<file path="src/rtl/bam_pkg.sv">
package bam_pkg;
  localparam int REG_W         = 32;
  localparam int CFG_EN_BIT    = 8;
  localparam int CFG_HS_BIT    = 9;
  localparam int CFG_USED      = 10;
  localparam int TYPE_RES_BIT  = 8;
  localparam int TYPE_TO_BIT   = 9;
  localparam int TYPE_FLAG_BIT = 15;

  localparam logic [1:0] REG_CFG  = 2'd0;
  localparam logic [1:0] REG_TYPE = 2'd1;
  localparam logic [1:0] REG_ADDR = 2'd2;

  typedef enum logic {ST_IDLE, ST_WAIT} acc_state_e;
  typedef enum logic [1:0] {AB_NONE, AB_RESTRICT, AB_TIMEOUT} abort_kind_e;
endpackage

</file>
<file path="src/rtl/bam_access_guard.sv">
module bam_access_guard #(
  parameter int          ID_W     = 2,
  parameter int          CS_W     = 3,
  parameter int unsigned PROT_CS  = 0,
  parameter int unsigned OWNER_ID = 0
) (
  input  logic [ID_W-1:0] req_id_i,
  input  logic [CS_W-1:0] req_cs_i,
  output logic            violation_o
);
  localparam logic [CS_W-1:0] PROT_CS_V  = CS_W'(PROT_CS);
  localparam logic [ID_W-1:0] OWNER_ID_V = ID_W'(OWNER_ID);

  assign violation_o = (req_cs_i == PROT_CS_V) && (req_id_i != OWNER_ID_V);
endmodule

</file>
<file path="src/rtl/bam_timeout_ctr.sv">
module bam_timeout_ctr #(
  parameter int TO_W = 8
) (
  input  logic            clk_i,
  input  logic            rst_ni,
  input  logic            start_i,
  input  logic            arm_i,
  input  logic [TO_W-1:0] limit_i,
  input  logic            active_i,
  input  logic            tick_i,
  input  logic            ack_i,
  output logic            expire_o
);
  logic [TO_W-1:0] cnt_q;
  logic            armed_q;
  logic            step;

  assign step     = active_i && armed_q && tick_i && !ack_i;
  assign expire_o = step && (cnt_q <= TO_W'(1));

  always_ff @(posedge clk_i or negedge rst_ni) begin
    if (!rst_ni) begin
      cnt_q   <= '0;
      armed_q <= 1'b0;
    end else if (start_i) begin
      cnt_q   <= limit_i;
      armed_q <= arm_i;
    end else if (expire_o) begin
      armed_q <= 1'b0;
    end else if (step) begin
      cnt_q <= cnt_q - TO_W'(1);
    end
  end

  AST_CNT_DEC: assert property (@(posedge clk_i) disable iff (!rst_ni)
    step && !start_i && (cnt_q > TO_W'(1)) |=> cnt_q == $past(cnt_q) - TO_W'(1));
endmodule

</file>
<file path="src/rtl/bam_abort_record.sv">
module bam_abort_record
  import bam_pkg::*;
#(
  parameter int ID_W   = 2,
  parameter int ADDR_W = 24
) (
  input  logic              clk_i,
  input  logic              rst_ni,
  input  logic              evt_i,
  input  abort_kind_e       kind_i,
  input  logic [ID_W-1:0]   id_i,
  input  logic [ADDR_W-1:0] addr_i,
  input  logic              clr_i,
  output logic              flag_o,
  output logic              res_o,
  output logic              to_o,
  output logic [ID_W-1:0]   id_o,
  output logic [ADDR_W-1:0] addr_o
);
  logic capture;

  // a read in the same cycle frees the record for the new fault
  assign capture = evt_i && (!flag_o || clr_i);

  always_ff @(posedge clk_i or negedge rst_ni) begin
    if (!rst_ni) begin
      flag_o <= 1'b0;
      res_o  <= 1'b0;
      to_o   <= 1'b0;
      id_o   <= '0;
      addr_o <= '0;
    end else begin
      if (capture) begin
        res_o  <= (kind_i == AB_RESTRICT);
        to_o   <= (kind_i == AB_TIMEOUT);
        id_o   <= id_i;
        addr_o <= addr_i;
      end
      if (evt_i)      flag_o <= 1'b1;
      else if (clr_i) flag_o <= 1'b0;
    end
  end

  AST_SET_FLAG: assert property (@(posedge clk_i) disable iff (!rst_ni)
    evt_i |=> flag_o);
  AST_CLR_FLAG: assert property (@(posedge clk_i) disable iff (!rst_ni)
    clr_i && !evt_i |=> !flag_o);
  AST_STICKY: assert property (@(posedge clk_i) disable iff (!rst_ni)
    flag_o && !clr_i |=> $stable(addr_o) && $stable(id_o) && $stable(res_o) && $stable(to_o));
endmodule

</file>
<file path="src/rtl/bus_abort_monitor.sv">
module bus_abort_monitor
  import bam_pkg::*;
#(
  parameter int          ID_W     = 2,
  parameter int          CS_W     = 3,
  parameter int          ADDR_W   = 24,
  parameter int          DATA_W   = 16,
  parameter int          TO_W     = 8,
  parameter int unsigned PROT_CS  = 0,
  parameter int unsigned OWNER_ID = 0
) (
  input  logic              clk_i,
  input  logic              rst_ni,
  input  logic              req_valid_i,
  input  logic [ID_W-1:0]   req_id_i,
  input  logic [CS_W-1:0]   req_cs_i,
  input  logic [ADDR_W-1:0] req_addr_i,
  output logic              dev_go_o,
  input  logic              dev_ack_i,
  input  logic [DATA_W-1:0] dev_rdata_i,
  output logic              rsp_valid_o,
  output logic [DATA_W-1:0] rsp_rdata_o,
  input  logic              ref_tick_i,
  input  logic              reg_wr_i,
  input  logic              reg_rd_i,
  input  logic [1:0]        reg_addr_i,
  input  logic [REG_W-1:0]  reg_wdata_i,
  output logic [REG_W-1:0]  reg_rdata_o,
  output logic              irq_o
);
  acc_state_e        state_q;
  logic [TO_W-1:0]   limit_q;
  logic              to_en_q, hs_mode_q;
  logic [ID_W-1:0]   cur_id_q;
  logic [ADDR_W-1:0] cur_addr_q;

  logic accept, violation, viol, expire, waiting, done_ack;
  logic rec_flag, rec_res, rec_to, rec_clr, abort_evt;
  logic [ID_W-1:0]   rec_id;
  logic [ADDR_W-1:0] rec_addr;
  abort_kind_e       abort_kind;
  logic unused_wdata;

  assign unused_wdata = ^reg_wdata_i[REG_W-1:CFG_USED];

  bam_access_guard #(
    .ID_W(ID_W), .CS_W(CS_W), .PROT_CS(PROT_CS), .OWNER_ID(OWNER_ID)
  ) u_guard (
    .req_id_i   (req_id_i),
    .req_cs_i   (req_cs_i),
    .violation_o(violation)
  );

  assign waiting  = (state_q == ST_WAIT);
  assign accept   = req_valid_i && !waiting;
  assign viol     = accept && violation;
  assign dev_go_o = accept && !violation;
  assign done_ack = waiting && dev_ack_i;

  bam_timeout_ctr #(.TO_W(TO_W)) u_timer (
    .clk_i   (clk_i),
    .rst_ni  (rst_ni),
    .start_i (dev_go_o),
    .arm_i   (to_en_q && hs_mode_q),
    .limit_i (limit_q),
    .active_i(waiting),
    .tick_i  (ref_tick_i),
    .ack_i   (dev_ack_i),
    .expire_o(expire)
  );

  always_ff @(posedge clk_i or negedge rst_ni) begin
    if (!rst_ni) begin
      state_q     <= ST_IDLE;
      cur_id_q    <= '0;
      cur_addr_q  <= '0;
      rsp_valid_o <= 1'b0;
      rsp_rdata_o <= '0;
    end else begin
      rsp_valid_o <= 1'b0;
      if (dev_go_o) begin
        state_q    <= ST_WAIT;
        cur_id_q   <= req_id_i;
        cur_addr_q <= req_addr_i;
      end else if (viol) begin
        rsp_valid_o <= 1'b1;
        rsp_rdata_o <= '0;
      end else if (done_ack) begin
        state_q     <= ST_IDLE;
        rsp_valid_o <= 1'b1;
        rsp_rdata_o <= dev_rdata_i;
      end else if (expire) begin
        state_q     <= ST_IDLE;
        rsp_valid_o <= 1'b1;
        rsp_rdata_o <= '0;
      end
    end
  end

  always_ff @(posedge clk_i or negedge rst_ni) begin
    if (!rst_ni) begin
      limit_q   <= '0;
      to_en_q   <= 1'b0;
      hs_mode_q <= 1'b0;
    end else if (reg_wr_i && reg_addr_i == REG_CFG) begin
      limit_q   <= reg_wdata_i[TO_W-1:0];
      to_en_q   <= reg_wdata_i[CFG_EN_BIT];
      hs_mode_q <= reg_wdata_i[CFG_HS_BIT];
    end
  end

  assign abort_evt  = viol || expire;
  assign abort_kind = viol ? AB_RESTRICT : (expire ? AB_TIMEOUT : AB_NONE);
  assign rec_clr    = reg_rd_i && (reg_addr_i == REG_TYPE);

  bam_abort_record #(.ID_W(ID_W), .ADDR_W(ADDR_W)) u_record (
    .clk_i (clk_i),
    .rst_ni(rst_ni),
    .evt_i (abort_evt),
    .kind_i(abort_kind),
    .id_i  (viol ? req_id_i : cur_id_q),
    .addr_i(viol ? req_addr_i : cur_addr_q),
    .clr_i (rec_clr),
    .flag_o(rec_flag),
    .res_o (rec_res),
    .to_o  (rec_to),
    .id_o  (rec_id),
    .addr_o(rec_addr)
  );

  assign irq_o = rec_flag;

  always_comb begin
    reg_rdata_o = '0;
    unique case (reg_addr_i)
      REG_CFG: begin
        reg_rdata_o[TO_W-1:0]   = limit_q;
        reg_rdata_o[CFG_EN_BIT] = to_en_q;
        reg_rdata_o[CFG_HS_BIT] = hs_mode_q;
      end
      REG_TYPE: begin
        reg_rdata_o[ID_W-1:0]      = rec_id;
        reg_rdata_o[TYPE_RES_BIT]  = rec_res;
        reg_rdata_o[TYPE_TO_BIT]   = rec_to;
        reg_rdata_o[TYPE_FLAG_BIT] = rec_flag;
      end
      REG_ADDR: reg_rdata_o = REG_W'(rec_addr);
      default:  reg_rdata_o = '0;
    endcase
  end

  AST_VIOL_RSP: assert property (@(posedge clk_i) disable iff (!rst_ni)
    viol |=> rsp_valid_o && rsp_rdata_o == '0);
  AST_TO_RSP: assert property (@(posedge clk_i) disable iff (!rst_ni)
    expire |=> rsp_valid_o && rsp_rdata_o == '0 && state_q == ST_IDLE);
  AST_ACK_DATA: assert property (@(posedge clk_i) disable iff (!rst_ni)
    done_ack |=> rsp_valid_o && rsp_rdata_o == $past(dev_rdata_i) && !$rose(irq_o));
  AST_BUSY_NO_GO: assert property (@(posedge clk_i) disable iff (!rst_ni)
    waiting |-> !dev_go_o);
endmodule

</file>
<file path="config.mk">
export PLATFORM = sky130hd
export DESIGN_NAME = bus_abort_monitor
export DESIGN_NICKNAME = d
export VERILOG_FILES = /design/src/rtl/bam_pkg.sv /design/src/rtl/bam_access_guard.sv /design/src/rtl/bam_timeout_ctr.sv /design/src/rtl/bam_abort_record.sv /design/src/rtl/bus_abort_monitor.sv
export SDC_FILE = /design/constraint.sdc
export NUM_CORES = 1
export LEC_CHECK = 0
export BUFFER_PORTS_ARGS = -buffer_cell sky130_fd_sc_hd__clkbuf_2
export CAP_MARGIN = 15
export CORE_MARGIN = 3
export CORE_UTILIZATION = 46
export DETAILED_ROUTE_END_ITERATION = 7
export GPL_ROUTABILITY_DRIVEN = 1
export PLACE_DENSITY = 0.76
export REMOVE_ABC_BUFFERS = 1
export SYNTH_ARGS = -nofsm -noshare
export SYNTH_HDL_FRONTEND = slang
export SYNTH_SLANG_ARGS = --single-unit
</file>
<file path="constraint.sdc">
create_clock -name clk_i -period 1.96 [get_ports clk_i]
set_input_delay 0.196 -clock clk_i [delete_from_list [all_inputs] [get_ports clk_i]]
set_output_delay 0.196 -clock clk_i [all_outputs]
set_load 0.01 [all_outputs]
</file>
# Yosys cells after proc, flatten, opt, wreduce, memory -nomap -nowiden
# Index checks and enable logic that the tools add are counted.
totals:
  ff_bits: 92
  inputBits: 86
  output_inout_bits: 51
classes:
  n_addsub: 1
  n_lt_le_gt_ge: 1
  eq_ne: 6
  n_mux: 27
  bitwise_logic: 1
  reduce_logical: 30
op_table:
  columns: ["operator", "n"]
  rows:
  - ["two-way mux 16 bit", 3]
  - ["two-way mux 8 bit", 4]
  - ["two-way mux 24 bit", 1]
  - ["logical AND 1 bit", 13]
  - ["case mux 2 bit (3 select lines)", 2]
  - ["case mux 6 bit (2 select lines)", 1]
  - ["two-way mux 1 bit", 11]
  - ["less-or-equal comparator 8 x 1 -> 1 bit, second input constant", 1]
  - ["nonzero test 2 bit", 4]
  - ["subtractor 8 x 1 -> 8 bit, second input constant", 1]
  - ["two-way mux 2 bit", 3]
  - ["AND reduction 2 bit", 3]
  - ["nonzero test 3 bit", 2]
  - ["two-way mux 5 bit", 1]
  - ["== test 2 x 1 -> 1 bit, second input constant", 2]
  - ["== test 2 bit, second input constant", 2]
  - ["zero test 1 bit", 4]
  - ["inequality test 2 bit, second input constant", 2]
  - ["zero test 3 bit", 1]
  - ["zero test 2 bit", 1]
  - ["logical OR 1 bit", 2]
  - ["case mux 1 bit (2 select lines)", 1]
  - ["NOT 1 bit", 1]

# Depth between registers and ports, before layout
# Gate-level depths: netlist of the first run.
depth:
  depth_word: 8
  ltp_mapped: 7

# Modules after synthesis
# Synthesis of the first run repeated with hierarchy kept, for this count alone.
hier_totals:
  cells_unflattened: 387
  hier_area_um2: 4984.8
modules_own_cells:
  columns: ["module", "instances", "cells_each", "area_per_inst_um2"]
  rows:
  - ["bus_abort_monitor", 1, 256, 3184.3]
  - ["bam_abort_record", 1, 64, 1201.2]
  - ["bam_timeout_ctr", 1, 65, 583.1]
  - ["bam_access_guard", 1, 2, 16.3]

# Least setup slack after synthesis of the first run
# OpenSTA, ideal clock, no wires.
synth_path:
  path_type: "reg2reg"
  startpoint: "register u_timer.cnt_q[4]"
  endpoint: "register u_record.addr_o[10]"
  setup_time_ns: 0.125
  arrival_ns: 1.829
  t_required_ns: 1.835
  path_slack_ns: 0.007
  path_stages_with_launch: 6
  period_less_slack_ns: 1.953
  path_cell_list: "dfrtp_1 > nor4_1 > nand4_1 > a21oi_4 > buf_6 > mux2_2"
synth_between:
  elab_chain_len: 4
synth_rtl:
  columns: ["element", "line", "text"]
  rows:
  - ["start, declared", "bam_timeout_ctr.sv:14", "logic [TO_W-1:0] cnt_q;"]
  - ["start signal, assigned", "bam_timeout_ctr.sv:26", "cnt_q <= limit_i;"]
  - ["start signal, assigned", "bam_timeout_ctr.sv:31", "cnt_q <= cnt_q - TO_W'(1);"]
  - ["less-or-equal comparator 8 x 1 -> 1 bit", "bam_timeout_ctr.sv:19", "assign expire_o = step && (cnt_q <= TO_W'(1));"]
  - ["logical AND 1 bit", "bam_timeout_ctr.sv:19", null]
  - ["logical OR 1 bit", "bus_abort_monitor.sv:112", "assign abort_evt = viol || expire;"]
  - ["logical AND 1 bit", "bam_abort_record.sv:23", "assign capture = evt_i && (!flag_o || clr_i);"]
  - ["end signal, assigned", "bam_abort_record.sv:37", "addr_o <= addr_i;"]
  - ["end, declared", "bam_abort_record.sv:18", "output logic [ADDR_W-1:0] addr_o"]
# Every way passes these cells.
# A chain may end at the register's enable or synchronous reset.

# Worst setup path after layout of the first run
layout_path:
  startpoint: "register u_timer.cnt_q[4]"
  endpoint: "register u_record.addr_o[4]"
# The elaborated chain is that of the path after synthesis.

==> results.py, run 1 <==
metrics = {
    "floorplanning": {
        "die_area_um2": 10630,
        "die_h_um": 103.1,
        "chipWidth_um": 103.1,
        "core_um2": 8934,
        "start_util_pct": 48.56,
        "rows": 34,
        "top_level_ports": 137,
    },
    "yosys": {
        "synth_edf_count": 0,
        "synth_cell_type_count": 48,
        "synth_ff_type": "dfrtp_1",
        "netlist_instances": 385,
        "synth_largest_area_cell": "dfrtp_1",
        "yosys_warnings": 0,
        "async_flop_share_pct": 100.0,
        "synth_common_cells": "92 x dfrtp_1, 85 x nand2_1, 55 x mux2_2",
        "synth_area_um2": 4338,
        "ys_ff_latch": 92,
        "synthTopCellsByArea": "dfrtp_1 53%, mux2_2 14%, nand2_1 7.4%",
        "ys_seq_area_share_pct": 53.07,
        "synth.avg_cell_area_um2": 11.27,
        "yosysMostFrequentCell": "dfrtp_1",
        "synth_top_area_share_pct": 53.07,
    },
    "power_and_ir_drop": {
        "vdd_drop_max_mv": 0.5092,
        "total_power_mw": 5.652,
        "power.density_nw_per_um2": 1042,
        "p_leak_nw": 2.786,
    },
    "drt": {
        "routed_via_density": 5.383,
        "via_count": 3370,
        "dr.pass1.iters": 4,
        "drt-total-wl_um": 10120,
        "drc": 0,
        "ant_nets": 0,
        "drtIter0Drc": 153,
        "wire_per_inst_um": 16.17,
    },
    "timing": {
        "relSlewSlack_pct": 59.18,
        "finalSetupTns_ns": -0.05542,
        "fin_skew_ns": 0.01469,
        "finalSetupViolCount": 9,
        "drv_slew": 0,
        "grt_setup_unrepaired": "true",
        "worst_slack_ns": -0.01475,
        "whs_ns": 0.02827,
        "post-route-min-period_ns": 1.975,
        "hold_violations": 0,
        "clock.fmax_ghz": 0.5064,
        "tightestPinTransition_ns": 0.6123,
        "period_share_pct": 100.8,
    },
    "worst_setup_path": {
        "arrival_ns": 2.23,
        "path_max_fanout": 22,
        "start_kind": "flop",
        "reg2reg_depth": 6,
        "path_class": "flop to flop",
        "crit_path_end_kind": "flop",
        "worstPathRequired_ns": 2.21,
    },
    "finish": {
        "n_antenna_cell": 0,
        "n_fill_cell": 752,
        "final_net_count": 605,
        "layout-drive-gt1-share_pct": 42.66,
        "instances_no_fill": 626,
        "area_growth_pct": 25.04,
    },
    "placed_design": {
        "gp_congestion": 0.8591,
        "dp.cells": 604,
        "portBuffers": 106,
        "place_hpwl_um": 7184,
    },
    "global_routing": {
        "grt_util_all_layers_pct": 20.38,
        "gr-total-overflow": 0,
        "grt_pass1_vias": 3498,
        "grt_max_degree": 49,
        "grt_pass1_wl_um": 16880,
        "antenna_found_initial": 0,
    },
    "cts": {
        "cts.sinks": 92,
        "tritoncts": "done",
        "numCtsBuffers": 9,
        "cts_max_level": 3,
        "clock_latency_ns": 0.37,
        "cts.root.buffer_cell": "clkbuf_8",
        "clkTransAtPathRegs_ns": 0.10,
        "cts_buffer_depth": 2,
    },
    "job": {
        "max-cap-violations": 0,
    },
    "min_path": {
        "hp-class": "input pin to flop",
        "min_delay_path_depth": 3,
    },
    "run_status": {
        "violations": "setup timing",
        "status": "finished with violations",
    },
}
## path summary, 6_finish.rpt
check | start | endpoint | slack (ns)
worst max register to register | u_timer.cnt_q[4]$_DFFE_PN0P_ | u_record.addr_o[4]$_DFFE_PN0P_ | -0.01
worst max-delay path | u_timer.cnt_q[4]$_DFFE_PN0P_ | u_record.addr_o[4]$_DFFE_PN0P_ | -0.01
max in group asynchronous | rst_ni | rsp_rdata_o[3]$_DFFE_PN0P_ | 0.96
worst min-delay path | req_addr_i[21] | cur_addr_q[21]$_DFFE_PN0P_ | 0.03
min in group asynchronous | rst_ni | u_record.addr_o[20]$_DFFE_PN0P_ | 0.38
worst min register to register | cur_addr_q[1]$_DFFE_PN0P_ | cur_addr_q[1]$_DFFE_PN0P_ | 0.48
## state kept, by name, summed over array words and instances, names as in the netlist
signal and flops:
cur_id_q 2, cur_addr_q 24, to_en_q 1, rsp_valid_o 1, u_record.addr_o 24, rsp_rdata_o 16
u_record.flag_o 1, u_timer.armed_q 1, u_record.id_o 2, u_record.to_o 1, state_q 1, limit_q 8
u_record.res_o 1, hs_mode_q 1, u_timer.cnt_q 8
## stage by stage
stage	cell area [um2]	utilization [%]	setup slack, ns
after floorplan	4215	-	-0.6593
after global placement	5114	57.24	-0.07131
after detailed placement	5114	57.24	-0.09497
after CTS	5374	60.15	-0.01381
after global routing	5424	60.71	-0.07929
final	5424	60.71	-0.01475
## area by class of cell
cell class              count  area (um2)  share of cell area, %
well taps                 108       135.1                  2.491
flip-flops and latches     92        2302                  42.45
repair buffers            136       814.5                  15.02
clock buffers              11       151.4                  2.791
clock inverters             5       42.54                 0.7843
multi-input cells         265        1942                  35.80
inverters                   9       36.28                 0.6690
## power by group
part	internal, mW	switching [mW]
Sequential	2.45	0.347
Combinational	0.878	0.730
Clock	0.549	0.703
## critical path: stages, from the launching register on
cell and delay [ns]:
dfrtp_1 0.41, nor4_2 0.32, buf_4 0.16, nand4_1 0.18, a21oi_4 0.23, buf_12 0.21, mux2_2 0.35
## cell families after synthesis
| kind of cell | count (synthesis) | synth area share (%) |
|---|---|---|
| AND/OR/NAND/NOR | 137 | 14.71 |
| flip-flops | 92 | 53.07 |
| multiplexers | 64 | 16.58 |
| AO/OA/AOI/OAI | 50 | 9.605 |
| buffers and inverters | 35 | 4.211 |
| adder cells (fa/ha/maj) | 6 | 1.731 |
| other | 1 | 0.08645 |
## metal layers
metal / GRT usage (%) / routed length, um
met1: 27.30 / 4531
met2: 34.19 / 4992
met3: 4.601 / 525
met4: 4.183 / 74
met5: 0 / 0
## layout by cell type (no fill, tap or decap), types with 6 or more instances in the layout
cell type  count
a22o_1        22
and2_1        15
buf_4         25
clkbuf_2     105
clkbuf_8      11
conb_1         8
dfrtp_1       92
inv_1          7
mux2_1         8
mux2_2        48
mux2_4         7
nand2_1       85
nand3_1        6
nor2_1         7
## timing repair
item	in CTS	in global routing
endpoints found under the hold margin	46	0
setup endpoints to repair	44	48
resized for setup	7	11
hold buffers	1	0
buffers inserted	3	2
pin swaps	4	1
Power figures use the tool's default switching activity.
==> run 2: changes to the inputs <==
--- a/config.mk
+++ b/config.mk
@@ -7,11 +7,11 @@
 export LEC_CHECK = 0
 export BUFFER_PORTS_ARGS = -buffer_cell sky130_fd_sc_hd__clkbuf_2
 export CAP_MARGIN = 15
-export CORE_MARGIN = 3
+export CORE_MARGIN = 1
 export CORE_UTILIZATION = 46
 export DETAILED_ROUTE_END_ITERATION = 7
 export GPL_ROUTABILITY_DRIVEN = 1
-export PLACE_DENSITY = 0.76
+export PLACE_DENSITY = 0.86
 export REMOVE_ABC_BUFFERS = 1
 export SYNTH_ARGS = -nofsm -noshare
 export SYNTH_HDL_FRONTEND = slang
==> run 2 against run 1 <==
Compared with the run above: the run still ends with setup timing left; utilization shrank 2.5 points; flip-flop and latch count did not move; critical path depth fell by 2; design area decreased by 1.4%; first-iteration DRC count is 12% higher; die area decreased by 7.6%; count of clock-buffer cells in the layout rose by 1; total power decreased by 1.5%.
==> results.py, run 2 (same netlist as run 1, synthesis figures left out) <==
metrics = {
    "finish": {
        "n_fill_cell": 781,
        "n_antenna_cell": 0,
        "final_cell_mix": "105 x clkbuf_2, 91 x dfrtp_1, 85 x nand2_1",
        "final_net_count": 602,
        "stdcell_area_um2": 5350,
        "final_common_cell": "clkbuf_2",
        "layout-drive-gt1-share_pct": 41.55,
        "area_growth_pct": 23.33,
        "reg.largest.list": "cur_addr_q x24, u_record.addr_o x24, rsp_rdata_o x16",
    },
    "power_and_ir_drop": {
        "p_leak_nw": 2.734,
        "power.density_nw_per_um2": 1041,
        "vdd_drop_max_mv": 0.4387,
        "total_power_mw": 5.569,
    },
    "worst_setup_path": {
        "crit_path_end_kind": "flop",
        "reg2reg_from": "u_timer.cnt_q[3]$_DFFE_PN0P_",
        "reg2reg_depth": 4,
        "max_stage_delay_ns": 0.59,
        "arrival_ns": 2.26,
        "slowest_stage": "or4_4",
        "path_class": "flop to flop",
        "cp_cell_sequence": "or4_4 > or3_4 > mux2_2 > a221o_1",
        "worstPathRequired_ns": 2.20,
        "start_kind": "flop",
        "r2r-end": "u_timer.cnt_q[7]$_DFFE_PN0P_",
        "path_max_fanout": 3,
        "reg2reg_slack_ns": -0.06,
        "startpoint": "u_timer.cnt_q[3]$_DFFE_PN0P_",
    },
    "global_routing": {
        "grt_pass1_wl_um": 16170,
        "gr-total-overflow": 0,
        "grt_max_degree": 46,
        "grt_pass1_vias": 3357,
        "antenna_found_initial": 0,
        "grt_util_all_layers_pct": 21.05,
    },
    "drt": {
        "drc": 0,
        "wire_per_inst_um": 16.38,
        "ant_nets": 0,
        "wl_met1_um": 4491,
        "via_count": 3376,
        "drt-total-wl_um": 10250,
        "wl_met2_um": 4939,
        "drtIter0Drc": 171,
        "routed_via_density": 5.393,
        "wl_met3_um": 579,
        "highest_layer": "met4",
        "dr.pass1.iters": 5,
    },
    "floorplanning": {
        "core_um2": 9196,
        "rows": 35,
        "chipWidth_um": 99.11,
        "die_h_um": 99.11,
        "top_level_ports": 137,
        "start_util_pct": 47.17,
        "die_area_um2": 9823,
    },
    "timing": {
        "hold_violations": 0,
        "tightestPinTransition_ns": 0.5392,
        "period_share_pct": 103.2,
        "drv_slew": 0,
        "finalSetupViolCount": 2,
        "clock.fmax_ghz": 0.4944,
        "grt_setup_unrepaired": "true",
        "post-route-min-period_ns": 2.023,
        "worst_slack_ns": -0.06272,
        "fin_skew_ns": 0.01109,
        "relSlewSlack_pct": 64.05,
    },
    "placed_design": {
        "dpl_cell_area_um2": 5097,
        "place_hpwl_um": 7208,
        "portBuffers": 106,
        "gp_congestion": 0.8579,
    },
    "cts": {
        "numCtsBuffers": 9,
        "cts_max_level": 3,
        "cts.sinks": 92,
        "clock_latency_ns": 0.35,
        "cts.root.buffer_cell": "clkbuf_8",
        "clkTransAtPathRegs_ns": 0.09,
        "cts_buffer_depth": 2,
        "tritoncts": "done",
    },
    "job": {
        "max-cap-violations": 0,
    },
    "min_path": {
        "hp-class": "input pin to flop",
        "worstHoldEndpoint": "cur_addr_q[4]$_DFFE_PN0P_",
        "hp-start": "req_addr_i[4]",
        "min_delay_path_depth": 3,
    },
    "run_status": {
        "violations": "setup timing",
        "status": "finished with violations",
    },
}
[run 2: layer usage]
| layer | vias to the layer above | track usage (%) |
|---|---|---|
| met2 | 127 | 35.23 |
| met3 | 23 | 3.373 |
| met1 | 1648 | 27.52 |
| li1 | 1578 | - |
| met5 | - | 0 |
| met4 | 0 | 8.597 |
[run 2: power breakdown]
part / switching, mW / internal [mW]
registers: 0.363 / 2.45
clock network: 0.650 / 0.590
logic: 0.719 / 0.800
[run 2: how the worst max path moves through the flow]
stage	endpoint	slack [ns]	cells after the start
global placement	u_timer.cnt_q[7]$_DFFE_PN0P_	-0.02	4
CTS	u_timer.cnt_q[7]$_DFFE_PN0P_	-0.05	4
floorplan	u_record.addr_o[0]$_DFFE_PN0P_	-0.66	4
detailed placement	u_timer.cnt_q[7]$_DFFE_PN0P_	-0.05	4
finish	u_timer.cnt_q[7]$_DFFE_PN0P_	-0.06	4
global route	u_record.addr_o[2]$_DFFE_PN0P_	-0.09	6
[run 2: stage by stage]
| step | setup slack [ns] | util (%) | hold slack, ns | std cells | TNS [ns] |
|---|---|---|---|---|---|
| after floorplan | -0.6593 | - | -0.09959 | 366 | -22.55 |
| after global placement | -0.01909 | 55.43 | 0.1000 | 606 | -0.01909 |
| after detailed placement | -0.05060 | 55.43 | 0.1032 | 606 | -0.05060 |
| after CTS | -0.05048 | 57.73 | 0.03229 | 624 | -0.1941 |
| after global routing | -0.09061 | 58.18 | 0.03950 | 626 | -1.760 |
| final | -0.06272 | 58.18 | 0.04460 | 626 | -0.06774 |
[run 2: area by class of cell]
cell class	count	area, um2	area share [%]
Sequential cell	92	2303	43.05
Inverter	9	38.79	0.7250
Multi-Input combinational cell	265	1908	35.66
Clock buffer	12	135.1	2.526
Timing Repair Buffer	133	775.7	14.50
Clock inverter	4	50.05	0.9355
Tap cell	111	138.9	2.596
[run 2: repair_timing]
action,4_1_cts,5_1_grt
hold endpoints to repair,19,0
pin swaps,0,2
buffers inserted,1,2
gates resized for setup,3,6
hold buffers,1,0
endpoints found under the setup margin,25,36
[run 2: worst max-delay path, delay by kind of cell, from the launching register on]
kind / cells / cell delay [ns]
and+or+nand+nor: 2 / 0.94
DFF: 1 / 0.43
AOI/OAI and AO/OA: 1 / 0.29
muxes: 1 / 0.26
==> run 3: changes to the inputs <==
==> constraint.sdc (replaced) <==
create_clock -name clk_i -period 1.96 [get_ports clk_i]
set_input_delay 0.588 -clock clk_i [delete_from_list [all_inputs] [get_ports clk_i]]
set_output_delay 0.588 -clock clk_i [all_outputs]
set_load 0.01 [all_outputs]
==> run 3 against run 2 <==
Compared with the run above: clock power fell by 8%; setup slack got worse by 0.19 ns; largest cell class unchanged; critical path depth rose by 2; highest routed layer unchanged; count of clock-buffer cells in the layout fell by 1; clock skew rose by 0.0015 ns; the run still ends with setup timing left; largest power group unchanged; critical path type is now input pin to output pin; combinational power rose by 16%; design area rose by 8.5%.
==> results.py, run 3 (same netlist as run 1, synthesis figures left out) <==
metrics = {
    "global_routing": {
        "grt_max_degree": 46,
        "grt_pass1_wl_um": 16980,
        "grt_pass1_vias": 3499,
        "antenna_found_initial": 0,
        "grt_util_all_layers_pct": 22.23,
        "gr-total-overflow": 0,
    },
    "worst_setup_path": {
        "critPathCapture": "reg_rdata_o[0]",
        "reg2reg_from": "u_timer.cnt_q[5]$_DFFE_PN0P_",
        "slowest_stage": "a222oi_1",
        "r2r-end": "u_timer.cnt_q[7]$_DFFE_PN0P_",
        "cp_cell_sequence": "clkbuf_16 > inv_6 > ha_4 > a222oi_1 > nor2_1 > clkbuf_2",
        "crit_buf_inv": 3,
        "reg2reg_slack_ns": -0.11,
        "worstPathRequired_ns": 1.37,
        "crit_path_end_kind": "output pin",
        "startpoint": "reg_addr_i[1]",
        "arrival_ns": 1.62,
        "path_max_fanout": 5,
        "max_stage_delay_ns": 0.49,
        "start_kind": "input pin",
        "path_class": "input pin to output pin",
        "reg2reg_depth": 4,
        "path_depth": 6,
        "critical_path.top_delay_family": "compound AO/OA/AOI/OAI gates",
    },
    "cts": {
        "tritoncts": "done",
        "cts_max_level": 3,
        "numCtsBuffers": 9,
        "clock_latency_ns": 0.36,
        "cts.root.buffer_cell": "clkbuf_8",
        "cts.sinks": 92,
        "cts_buffer_depth": 2,
        "holdBufCountCts": 0,
        "clkTransAtPathRegs_ns": 0.08,
    },
    "placed_design": {
        "place_hpwl_um": 7440,
        "gp_congestion": 0.8729,
        "dpl_cell_area_um2": 5225,
        "dp.cells": 618,
        "portBuffers": 106,
    },
    "floorplanning": {
        "chipWidth_um": 99.11,
        "start_util_pct": 47.17,
        "die_area_um2": 9823,
        "die_h_um": 99.11,
        "top_level_ports": 137,
        "rows": 35,
        "core_um2": 9196,
    },
    "finish": {
        "instances_no_fill": 648,
        "final_net_count": 624,
        "layout-drive-gt1-share_pct": 47.11,
        "stdcell_area_um2": 5807,
        "reg.largest.list": "cur_addr_q x24, u_record.addr_o x24, rsp_rdata_o x16",
        "multi_input_comb_area_um2": 2066,
        "final_common_cell": "dfrtp_1",
        "area_growth_pct": 33.86,
        "n_antenna_cell": 0,
        "seq_area_um2": 2302,
        "n_fill_cell": 706,
        "final_cell_mix": "92 x dfrtp_1, 85 x nand2_1, 84 x clkbuf_2",
    },
    "job": {
        "max-cap-violations": 0,
    },
    "power_and_ir_drop": {
        "vdd_drop_max_mv": 0.4277,
        "power.density_nw_per_um2": 987.6,
        "p_leak_nw": 2.936,
    },
    "timing": {
        "relSlewSlack_pct": 56.88,
        "drv_slew": 0,
        "finalSetupViolCount": 53,
        "finalSetupTns_ns": -3.462,
        "post-route-min-period_ns": 2.208,
        "worst_slack_ns": -0.2479,
        "tightestPinTransition_ns": 0.6433,
        "grt_setup_unrepaired": "true",
        "clock.fmax_ghz": 0.4529,
        "period_share_pct": 112.6,
        "hold_violations": 0,
        "fin_skew_ns": 0.01261,
    },
    "run_status": {
        "status": "finished with violations",
        "violations": "setup timing",
    },
    "drt": {
        "drtIter0Drc": 132,
        "drc": 0,
        "via_count": 3565,
        "routed_via_density": 5.502,
        "wire_per_inst_um": 17.38,
        "dr.pass1.iters": 5,
        "ant_nets": 0,
        "drt-total-wl_um": 11260,
    },
    "min_path": {
        "hp-class": "input pin to asynchronous set/reset pin",
    },
}
run 3: routing by layer:
layer / vias to the layer above / share of wire [%] / global-route usage [%]
li1: 1631 / - / -
met1: 1787 / 42 / 28.04
met2: 119 / 52 / 38.73
met3: 28 / 4.0 / 3.303
met4: 0 / 2.5 / 8.824
met5: - / 0 / 0
run 3: worst min-delay path by stage:
stage	from	endpoint	slack, ns	cells past startpoint
after CTS	rst_ni	u_record.addr_o[20]$_DFFE_PN0P_	0.17	1
after global placement	cur_addr_q[10]$_DFFE_PN0P_	cur_addr_q[10]$_DFFE_PN0P_	0.45	2
after detailed placement	cur_addr_q[3]$_DFFE_PN0P_	cur_addr_q[3]$_DFFE_PN0P_	0.46	2
after global routing	rst_ni	u_record.addr_o[20]$_DFFE_PN0P_	0.18	1
after floorplan	rst_ni	cur_addr_q[0]$_DFFE_PN0P_	0.29	0
final	rst_ni	rsp_valid_o$_DFF_PN0_	0.16	1
run 3: report_power, final:
part,internal (mW),switching (mW)
combinational,0.973,0.788
sequential,2.45,0.388
clock,0.464,0.676
total,3.88,1.85
run 3: worst register-to-register path, stage by stage, from the launching register on:
cell and delay (ns):
dfrtp_1 0.43, or4_4 0.61, or3_4 0.36, mux2_4 0.27, a221o_1 0.30
run 3: timing repair:
item	4_1_cts	5_1_grt
setup endpoints to repair	66	72
cloned	0	3
buffers inserted	6	8
pin swaps	15	15
resized for setup	28	54
run 3: cell type report:
type                       count  area share [%]
sequential                    92           39.65
multi-input combinational    267           35.57
timing repair buffer         153           18.70
tap                          111           2.392
clock buffer                  11           2.262
inverter                       9          0.7541
clock inverter                 5          0.6680
run 3: through the flow:
| stage | power [mW] | utilization (%) | hold WS [ns] | worst slack, ns |
|---|---|---|---|---|
| final | 5.735 | 63.14 | 0.1638 | -0.2479 |
| after global routing | 6.048 | 63.14 | 0.1804 | -0.2762 |
| after detailed placement | 4.343 | 56.82 | 0.4583 | -0.3006 |
| after floorplan | 3.654 | - | 0.2924 | -0.8560 |
| after CTS | 5.544 | 60.68 | 0.1705 | -0.1769 |
| after global placement | 4.216 | 56.82 | 0.4514 | -0.2415 |
